$ cat src/rtl/adc_frame_pkg.sv
package adc_frame_pkg;

    typedef enum logic [2:0] {
        ST_SHDN     = 3'd0,
        ST_EXT_ARM  = 3'd1,
        ST_INT_CONV = 3'd2,
        ST_SHIFT    = 3'd3,
        ST_TRAIL    = 3'd4
    } shf_state_e;

endpackage

$ cat src/rtl/adc_edge_det.sv
// Registers one input level and flags a high-to-low transition.
module adc_edge_det #(
    parameter bit RESET_LEVEL = 1'b0
) (
    input  logic clk,
    input  logic rst_n,
    input  logic din,
    output logic fall
);

    logic q;

    always_ff @(posedge clk or negedge rst_n) begin
        if (!rst_n) begin
            q <= RESET_LEVEL;
        end else begin
            q <= din;
        end
    end

    assign fall = q & ~din;

endmodule

$ cat src/rtl/adc_frame_pack.sv
// Assembles the output frame: leading ones, identity bit, result, sub-bits.
module adc_frame_pack #(
    parameter int DATA_W       = 10,
    parameter int SUB_W        = 2,
    parameter int LEAD_ONES    = 3,
    parameter bit SINGLE_INPUT = 1'b0,
    localparam int FRAME_W     = LEAD_ONES + 1 + DATA_W + SUB_W
) (
    input  logic [DATA_W-1:0]  data,
    input  logic [SUB_W-1:0]   sub,
    input  logic               chid,
    output logic [FRAME_W-1:0] frame
);

    logic id_bit;

    generate
        if (SINGLE_INPUT) begin : g_single
            assign id_bit = 1'b1;
        end else begin : g_dual
            assign id_bit = chid;
        end
    endgenerate

    assign frame = {{LEAD_ONES{1'b1}}, id_bit, data, sub};

endmodule

$ cat src/rtl/adc_frame_shreg.sv
// Frame shift register. A full load keeps bit 1 at the top; a skip load
// drops the bits already presented before the sampling edge.
module adc_frame_shreg #(
    parameter int FRAME_W = 16,
    parameter int SKIP    = 1
) (
    input  logic               clk,
    input  logic               rst_n,
    input  logic               load_full,
    input  logic               load_skip,
    input  logic               shift_en,
    input  logic [FRAME_W-1:0] frame_in,
    output logic               msb
);

    logic [FRAME_W-1:0] sreg_q;

    always_ff @(posedge clk or negedge rst_n) begin
        if (!rst_n) begin
            sreg_q <= '0;
        end else if (load_full) begin
            sreg_q <= frame_in;
        end else if (load_skip) begin
            sreg_q <= frame_in << SKIP;
        end else if (shift_en) begin
            sreg_q <= {sreg_q[FRAME_W-2:0], 1'b0};
        end
    end

    assign msb = sreg_q[FRAME_W-1];

endmodule

$ cat src/rtl/adc_frame_fsm.sv
// Mode choice, edge counting, abort and output selection.
module adc_frame_fsm
    import adc_frame_pkg::*;
#(
    parameter int FRAME_W     = 16,
    parameter int SAMPLE_EDGE = 2,
    parameter int CNT_W       = 5
) (
    input  logic       clk,
    input  logic       rst_n,
    input  logic       cs_n,
    input  logic       sclk,
    input  logic       cs_fall,
    input  logic       sclk_fall,
    input  logic       eoc_strobe,
    input  logic       shreg_msb,
    output logic       load_full,
    output logic       load_skip,
    output logic       shift_en,
    output logic       sample_pulse,
    output logic       sdo,
    output logic       sdo_oe,
    output shf_state_e state_o
);

    localparam logic [CNT_W-1:0] ARM_LAST   = CNT_W'(SAMPLE_EDGE - 1);
    localparam logic [CNT_W-1:0] SAMPLE_CNT = CNT_W'(SAMPLE_EDGE);
    localparam logic [CNT_W-1:0] FRAME_LAST = CNT_W'(FRAME_W);

    shf_state_e       state_q, state_d;
    logic [CNT_W-1:0] cnt_q, cnt_d;
    logic             sample_q;

    // state register
    always_ff @(posedge clk or negedge rst_n) begin
        if (!rst_n) begin
            state_q  <= ST_SHDN;
            cnt_q    <= '0;
            sample_q <= 1'b0;
        end else begin
            state_q  <= state_d;
            cnt_q    <= cnt_d;
            sample_q <= load_full | load_skip;
        end
    end

    // next state and datapath controls
    always_comb begin
        state_d   = state_q;
        cnt_d     = cnt_q;
        load_full = 1'b0;
        load_skip = 1'b0;
        shift_en  = 1'b0;
        if (cs_n && state_q != ST_SHDN) begin
            state_d = ST_SHDN;
            cnt_d   = '0;
        end else begin
            unique case (state_q)
                ST_SHDN: begin
                    cnt_d = '0;
                    if (cs_fall) begin
                        if (sclk) begin
                            state_d   = ST_INT_CONV;
                            load_full = 1'b1;
                        end else begin
                            state_d = ST_EXT_ARM;
                        end
                    end
                end
                ST_EXT_ARM: begin
                    if (sclk_fall) begin
                        if (cnt_q == ARM_LAST) begin
                            state_d   = ST_SHIFT;
                            cnt_d     = SAMPLE_CNT;
                            load_skip = 1'b1;
                        end else begin
                            cnt_d = cnt_q + 1'b1;
                        end
                    end
                end
                ST_INT_CONV: begin
                    if (eoc_strobe) begin
                        state_d = ST_SHIFT;
                        cnt_d   = CNT_W'(1);
                    end
                end
                ST_SHIFT: begin
                    if (sclk_fall) begin
                        shift_en = 1'b1;
                        if (cnt_q == FRAME_LAST) begin
                            state_d = ST_TRAIL;
                        end else begin
                            cnt_d = cnt_q + 1'b1;
                        end
                    end
                end
                ST_TRAIL: begin
                    state_d = ST_TRAIL;
                end
                default: begin
                    state_d = ST_SHDN;
                end
            endcase
        end
    end

    // outputs
    always_comb begin
        sdo    = 1'b0;
        sdo_oe = ~cs_n & (state_q != ST_SHDN);
        unique case (state_q)
            ST_SHDN:     sdo = 1'b0;
            ST_EXT_ARM:  sdo = (cnt_q != '0);
            ST_INT_CONV: sdo = 1'b0;
            ST_SHIFT:    sdo = shreg_msb;
            ST_TRAIL:    sdo = 1'b0;
            default:     sdo = 1'b0;
        endcase
    end

    assign sample_pulse = sample_q;
    assign state_o      = state_q;

endmodule

$ cat src/rtl/adc_frame_shifter.sv
// Top level of the serial result read port.
module adc_frame_shifter
    import adc_frame_pkg::*;
#(
    parameter int DATA_W       = 10,
    parameter int SUB_W        = 2,
    parameter int LEAD_ONES    = 3,
    parameter int SAMPLE_EDGE  = 2,
    parameter bit SINGLE_INPUT = 1'b0
) (
    input  logic              clk,
    input  logic              rst_n,
    input  logic              cs_n,
    input  logic              sclk,
    input  logic              eoc_strobe,
    input  logic [DATA_W-1:0] res_data,
    input  logic [SUB_W-1:0]  res_sub,
    input  logic              res_chid,
    output logic              sdo,
    output logic              sdo_oe,
    output logic              sample_pulse
);

    localparam int FRAME_W = LEAD_ONES + 1 + DATA_W + SUB_W;
    localparam int CNT_W   = $clog2(FRAME_W + 1);
    localparam int SKIP    = SAMPLE_EDGE - 1;

    logic               cs_fall;
    logic               sclk_fall;
    logic [FRAME_W-1:0] frame;
    logic               load_full;
    logic               load_skip;
    logic               shift_en;
    logic               shreg_msb;
    shf_state_e         fsm_state;

    adc_edge_det #(.RESET_LEVEL(1'b1)) u_cs_edge (
        .clk  (clk),
        .rst_n(rst_n),
        .din  (cs_n),
        .fall (cs_fall)
    );

    adc_edge_det #(.RESET_LEVEL(1'b0)) u_sclk_edge (
        .clk  (clk),
        .rst_n(rst_n),
        .din  (sclk),
        .fall (sclk_fall)
    );

    adc_frame_pack #(
        .DATA_W      (DATA_W),
        .SUB_W       (SUB_W),
        .LEAD_ONES   (LEAD_ONES),
        .SINGLE_INPUT(SINGLE_INPUT)
    ) u_pack (
        .data (res_data),
        .sub  (res_sub),
        .chid (res_chid),
        .frame(frame)
    );

    adc_frame_shreg #(
        .FRAME_W(FRAME_W),
        .SKIP   (SKIP)
    ) u_shreg (
        .clk      (clk),
        .rst_n    (rst_n),
        .load_full(load_full),
        .load_skip(load_skip),
        .shift_en (shift_en),
        .frame_in (frame),
        .msb      (shreg_msb)
    );

    adc_frame_fsm #(
        .FRAME_W    (FRAME_W),
        .SAMPLE_EDGE(SAMPLE_EDGE),
        .CNT_W      (CNT_W)
    ) u_fsm (
        .clk         (clk),
        .rst_n       (rst_n),
        .cs_n        (cs_n),
        .sclk        (sclk),
        .cs_fall     (cs_fall),
        .sclk_fall   (sclk_fall),
        .eoc_strobe  (eoc_strobe),
        .shreg_msb   (shreg_msb),
        .load_full   (load_full),
        .load_skip   (load_skip),
        .shift_en    (shift_en),
        .sample_pulse(sample_pulse),
        .sdo         (sdo),
        .sdo_oe      (sdo_oe),
        .state_o     (fsm_state)
    );

endmodule

$ cat config.mk
export PLATFORM = sky130hd
export DESIGN_NAME = adc_frame_shifter
export DESIGN_NICKNAME = d
export VERILOG_FILES = /design/src/rtl/adc_frame_pkg.sv /design/src/rtl/adc_edge_det.sv /design/src/rtl/adc_frame_pack.sv /design/src/rtl/adc_frame_shreg.sv /design/src/rtl/adc_frame_fsm.sv /design/src/rtl/adc_frame_shifter.sv
export SDC_FILE = /design/constraint.sdc
export NUM_CORES = 1
export LEC_CHECK = 0
export BUFFER_PORTS_ARGS = -buffer_cell sky130_fd_sc_hd__buf_2
export CAP_MARGIN = 20
export CORE_ASPECT_RATIO = 0.7
export CORE_MARGIN = 2
export CORE_UTILIZATION = 40
export CTS_BUF_LIST = sky130_fd_sc_hd__clkbuf_8
export CTS_CLUSTER_SIZE = 10
export DETAILED_ROUTE_END_ITERATION = 16
export GPL_ROUTABILITY_DRIVEN = 0
export GPL_TIMING_DRIVEN = 0
export PLACE_DENSITY_LB_ADDON = 0.15
export SLEW_MARGIN = 20
export SYNTH_ARGS = -nofsm -noshare
export SYNTH_HDL_FRONTEND = slang
export SYNTH_HIERARCHICAL = 1
export SYNTH_SLANG_ARGS = --single-unit
$ cat constraint.sdc
create_clock -name clk -period 2.5 [get_ports clk]
set_input_delay 0.125 -clock clk [delete_from_list [all_inputs] [get_ports clk]]
set_output_delay 0.125 -clock clk [all_outputs]
set_load 0.02 [all_outputs]
Word-level counts from Yosys, hierarchy flattened
Cells that the tools add are included.

Add/sub/neg operators: 1. Equal/unequal tests: 13. Mux-type cells: 31. Bitwise operators: 6. Reduce and logical (&&, ||, !) cells: 8.

Operators by type and width (number): 16-bit 2-to-1 mux (3); 5-bit 2-to-1 mux (6); 3-bit 2-to-1 mux (7); 5-bit one-hot mux with 4 select lines (1); 3-bit by 2-bit inequality test with 1-bit output, second input constant (5); 3-bit one-hot mux with 5 select lines (1); 1-bit 2-to-1 mux (11); 5-bit nonzero test (2); 3-bit by 2-bit equality test with 1-bit output, second input constant (2); 3-bit by 1-bit inequality test with 1-bit output, second input constant (2); 6-bit AND reduction (1); 3-bit nonzero test (2); 5-bit by 1-bit adder with 5-bit output, second input constant (1); 5-bit by 1-bit equality test with 1-bit output, second input constant (1); 5-bit equality test, second input constant (1); 5-bit AND reduction (1); 1-bit bitwise AND (3); 3-bit by 1-bit equality test with 1-bit output, second input constant (1); 3-bit equality test, second input constant (1); 3-bit zero test (1); 2-bit 2-to-1 mux (1); 1-bit NOT (2); 1-bit one-hot mux with 2 select lines (1); 1-bit logical AND (1); 1-bit OR (1).

Bits in registers: 27. Bits of input ports: 18. Output and inout port bits: 3. Logic and storage cells: 65.

Longest topological paths before layout
Word-level depth: 8. Mapped depth: 8. Gate-level depth less buffers: 7.

By module
Netlist, hierarchy kept.

Modules (own cells, without submodules): adc_frame_shreg (instances 1, cells each 86, area each 1036.0 µm², sequential area each 400.4 µm²); adc_frame_fsm (instances 1, cells each 79, area each 726.9 µm², sequential area each 225.2 µm²); adc_frame_pack (instances 1, cells each 17, area each 123.9 µm², sequential area each 0.0 µm²); adc_edge_det (u_cs_edge) (instances 1, cells each 2, area each 40.0 µm², sequential area each 26.3 µm²); adc_edge_det (u_sclk_edge) (instances 1, cells each 2, area each 38.8 µm², sequential area each 25.0 µm²).

Worst setup path after synthesis
Ideal clock, no wire load.

Path kind: reg2reg. Start: register u_fsm.cnt_q[1]. End: register u_shreg.sreg_q[7]. Library setup time: 0.130 ns. Arrival: 1.812 ns. Data required time: 2.370 ns. Path slack: 0.558 ns. Stages on the path, launching flop included: 9. Buffers on the path: 1. Period minus slack after synthesis: 1.942 ns. Path through: dfrtp_1 inv_1 ha_1 nor3b_1 nand2_1 nor2_1 buf_2 nor3b_1 a211oi_2.

Word-level cells in the longest chain between the ends: 7. Elaborated cells on any way between the ends: 8. Those cells by class: 1 x eq/ne; 6 x mux; 1 x reduce/logical.

RTL lines: from (decl) (line adc_frame_fsm.sv:31) `logic [CNT_W-1:0] cnt_q, cnt_d;`; from (signal assigned) (line adc_frame_fsm.sv:42) `cnt_q <= cnt_d;`; 5-bit by 1-bit equality test with 1-bit output * (line adc_frame_fsm.sv:72) `if (cnt_q == ARM_LAST) begin`; 1-bit 2-to-1 mux * (line adc_frame_fsm.sv:72); 1-bit 2-to-1 mux * (line adc_frame_fsm.sv:71) `if (sclk_fall) begin`; 1-bit 2-to-1 mux * (line adc_frame_fsm.sv:58) `unique case (state_q)`; 1-bit 2-to-1 mux * (line adc_frame_fsm.sv:54) `if (cs_n && state_q != ST_SHDN) begin`; net load_skip (line adc_frame_shifter.sv:32) `logic load_skip;`; 16-bit 2-to-1 mux (line adc_frame_shreg.sv:23) `end else if (load_skip) begin`; 16-bit 2-to-1 mux (line adc_frame_shreg.sv:21) `end else if (load_full) begin`; to (signal assigned) (line adc_frame_shreg.sv:22) `sreg_q <= frame_in;`; to (signal assigned) (line adc_frame_shreg.sv:24) `sreg_q <= frame_in << SKIP;`; to (signal assigned) (line adc_frame_shreg.sv:26) `sreg_q <= {sreg_q[FRAME_W-2:0], 1'b0};`; to (decl) (line adc_frame_shreg.sv:16) `logic [FRAME_W-1:0] sreg_q;`.

Mark *: on every way through the listed nets, which the timed path passes. The rest lies on a longest branch. A chain may end at the register's enable or synchronous reset.

Final worst setup path
Start: input cs_n. End: register u_shreg.sreg_q[6].

Elaborated cells on any way between the ends: 11. Those cells by class: 7 x mux; 2 x bitwise; 2 x reduce/logical.

RTL lines: from (decl) (line adc_frame_shifter.sv:13) `input logic cs_n,`; 1-bit logical AND * (line adc_frame_fsm.sv:54); 1-bit 2-to-1 mux * (line adc_frame_fsm.sv:54); net load_skip (line adc_frame_shifter.sv:32); 16-bit 2-to-1 mux (line adc_frame_shreg.sv:23); 16-bit 2-to-1 mux (line adc_frame_shreg.sv:21).

Marks and branches as above.

==> results_dict.tcl <==
set metrics [dict create \
    final.period_utilization 0.9124 \
    r2r-start "u_fsm/cnt_q[1]$_DFFE_PN0P_" \
    final_common_cell "sky130_fd_sc_hd__dfrtp_1" \
    clkSlewWorstSetupHoldPaths_ps 100 \
    gr-usage-all-layers 0.1618 \
    final_number_of_max_transition_violations 0 \
    detail_route.wl_per_cell_um 14.73 \
    power.density_cell_area_nw_per_um2 826.5 \
    required_ps 2660 \
    layout.filler_cells 473 \
    core_occupancy_in_the_finished_layout 0.4557 \
    grt.overflow.total 0 \
    worst_slew_pin_slew_ps 634.6 \
    synth_sequential_area_ratio 0.3444 \
    seq_power_share 0.409 \
    htreeDepth 1 \
    internal_pwr_total_mw 1.123 \
    timing.max_slew.rel_slack 0.5770 \
    pin_count_of_the_biggest_net_entering_global_routing 28 \
    die_width_um 87.79 \
    dp_hpwl_um 2900 \
    diodes 0 \
    share_comb_of_total_power 0.451 \
    final.setup_skew_ps 5.201 \
    holdCritPathClass "in2reg" \
    cts_buffer_count 3 \
    wire_length_of_the_first_global_routing_pass_um 7058 \
    layout-drive-gt1-share 0.3184 \
    cts_setup_buffers 0 \
    netSwitchingPower_uw 668.0 \
    min_delay_worst_endpoint "u_sclk_edge/q$_DFF_PN0_" \
    remaining_drcs 0 \
    synth.lib_cells_used.distinct 43 \
    final_nets 223 \
    ir_drop_mv 0.4193 \
    route.vias.total 1379 \
    crit_path_start_kind "input port" \
    initial_antenna_violation_count 0 \
    grt_pass1_vias 1458 \
    run_status "complete, no violations" \
    floorplan_core_area_um2 4756 \
    worst_ep_arrival_time_ps 2440 \
    viasPerCell 5.107 \
    power.share.switching 0.3730 \
    initial_util 0.4133 \
    hold_viol 0 \
    clock_power_share 0.140 \
    rrSetupSlack_ps 340 \
    timing.final.setup_violations 0 \
    syn_inst 186 \
    achievable-frequency_mhz 438.4 \
    hold_start "sclk" \
    area_growth_syn_to_layout_pct 10.25 \
    detailedRoute.firstIterationViolations 59 \
    ys_warn_count 6 \
    timing_worst_setup_path_type "in2reg" \
    unrepaired_setup_endpoints_after_global_routing "no" \
    postRouteAntennaNets 0 \
    r2r_end "u_shreg/sreg_q[6]$_DFFE_PN0P_" \
    numClockSinks 27 \
    drv.max_cap_violation_count 0 \
    timing.hold.worst_path_depth 1 \
    numPlacedInstances 264 \
    r2r_cells 8 \
    critical_path.endpoint_type "flop" \
    mostFrequentLayoutCells "sky130_fd_sc_hd__dfrtp_1, sky130_fd_sc_hd__buf_4, sky130_fd_sc_hd__nor3b_1" \
    netlist_area_um2 1966 \
    boundaryPins 21 \
    cp_max_fo 10 \
    placementRows 21 \
    final_period_minus_worst_setup_slack_ps 2281 \
    leakage_nw 0.8818 \
    clock_latency_ps 270 \
    synth.avg_cell_area_um2 10.57 \
    drt_pass1_iterations 4 \
    clk_path_buf_depth 2 \
    final.setup.tns_ps 0 \
    stdcell_count 270 \
    totalWireLength_um 3976 \
    fin_total_pwr_mw 1.791 \
    flops_latches_synth 27 \
    cts_tree "done" \
    clockRootBuffer "sky130_fd_sc_hd__clkbuf_8" \
    die_height_um 62.65 \
    placement.io_buffers 7 \
    design.die.area_um2 5500 \
]
cells in the mapped netlist (all sizes together):
cell	instances	area share
buf	26	0.11
dfrtp	26	0.33
nor3b	21	0.091
nor2b	18	0.065
mux2i	16	0.081
a211oi	13	0.080
nor2	10	0.023
a21oi	5	0.013
inv	5	0.0095
nand2	5	0.0095
a31oi	4	0.013
and3	4	0.015
ha	3	0.019
nand2b	3	0.0095
nor3	3	0.0076
o21ai	3	0.0076
a2111oi	2	0.028
a221oi	2	0.015
nand3	2	0.0051
a21boi	1	0.0038
a22o	1	0.0045
a32o	1	0.0051
a41oi	1	0.0045
and2	1	0.0032
clkbuf	1	0.0019
conb	1	0.0019
dfstp	1	0.013
nand3b	1	0.0038
o211a	1	0.0051
o211ai	1	0.0038
o21bai	1	0.0038
o32a	1	0.0057
or2	1	0.0045
or2b	1	0.0038
worst max-delay path by stage:
stage / cells after the start / startpoint / slack, ps / to
finish: 9 / cs_n / 220 / u_shreg/sreg_q[6]$_DFFE_PN0P_
detailed placement: 8 / u_fsm/cnt_q[1]$_DFFE_PN0P_ / 60 / u_shreg/sreg_q[6]$_DFFE_PN0P_
global placement: 8 / u_fsm/cnt_q[1]$_DFFE_PN0P_ / 100 / u_shreg/sreg_q[4]$_DFFE_PN0P_
floorplan: 8 / u_fsm/cnt_q[1]$_DFFE_PN0P_ / 560 / u_shreg/sreg_q[7]$_DFFE_PN0P_
global route: 9 / cs_n / 9 / u_shreg/sreg_q[4]$_DFFE_PN0P_
CTS: 8 / u_fsm/cnt_q[1]$_DFFE_PN0P_ / 30 / u_shreg/sreg_q[4]$_DFFE_PN0P_
cells by family (layout without fill, tap and decap cells):
kind of cell,count (synthesis),in the layout,synth area share
AOI/OAI and AO/OA,37,37,0.1929
adders and majority gates,3,3,0.01910
buffers and inverters,32,45,0.1190
DFF,27,27,0.3444
muxes,16,16,0.08147
other,1,3,0.001908
and+or+nand+nor,70,70,0.2413
worst max-delay path: stages:
cell and delay [ps]:
sky130_fd_sc_hd__dlygate4sd3_1 530, sky130_fd_sc_hd__buf_2 150, sky130_fd_sc_hd__buf_2 200, sky130_fd_sc_hd__nor3b_4 340, sky130_fd_sc_hd__nand2_1 140, sky130_fd_sc_hd__nor2_2 320
sky130_fd_sc_hd__buf_2 280, sky130_fd_sc_hd__nor3b_1 280, sky130_fd_sc_hd__a211oi_2 70
flip-flops by register name, summed over array words and instances, names as in the netlist:
signal / cells
u_shreg/sreg_q: 16
u_sclk_edge/q: 1
u_cs_edge/q: 1
u_fsm/state_o: 3
u_fsm/sample_pulse: 1
u_fsm/cnt_q: 5
what timing repair did:
action,in CTS,in global routing
endpoints found under the hold margin,27,0
gates resized for setup,0,2
hold buffers,2,0
endpoints found under the setup margin,0,12
stage by stage:
stage                     instance area [um2]  hold WS [ps]  setup WS, ps
after floorplan                          1973        -170.6         557.9
after global placement                   2095         184.7         97.14
after detailed placement                 2095         191.3         58.40
after CTS                                2160         17.83         32.90
after global routing                     2167         9.418         8.815
final                                    2167         28.54         219.0
per-layer routing:
layer	vias to the layer above	wire length, um	GRT usage
li1	678	-	-
met1	683	2146	0.2344
met2	16	1712	0.2557
met3	2	99	0.03567
met4	0	18	0.01731
met5	-	0	0
power groups by stage:
stage	clock (mW)	sequential [mW]	combinational, mW
3_5_place_dp	0	0.738	0.800
4_1_cts	0.265	0.730	0.805
5_1_grt	0.285	0.754	0.897
3_3_place_gp	0	0.728	0.769
2_1_floorplan	0	0.699	0.657
6_report	0.252	0.732	0.808
cell type report:
| type | instances | area (um2) | share of cell area |
|---|---|---|---|
| timing repair buffer | 9 | 55.05 | 0.02540 |
| buffer | 27 | 215.2 | 0.09931 |
| sequential | 27 | 676.9 | 0.3124 |
| tap | 69 | 86.33 | 0.03984 |
| inverter | 5 | 18.77 | 0.008661 |
| multi-input combinational | 129 | 1070 | 0.4937 |
| clock inverter | 1 | 3.754 | 0.001732 |
| clock buffer | 3 | 41.29 | 0.01905 |
(Power assumes the default switching activity.)
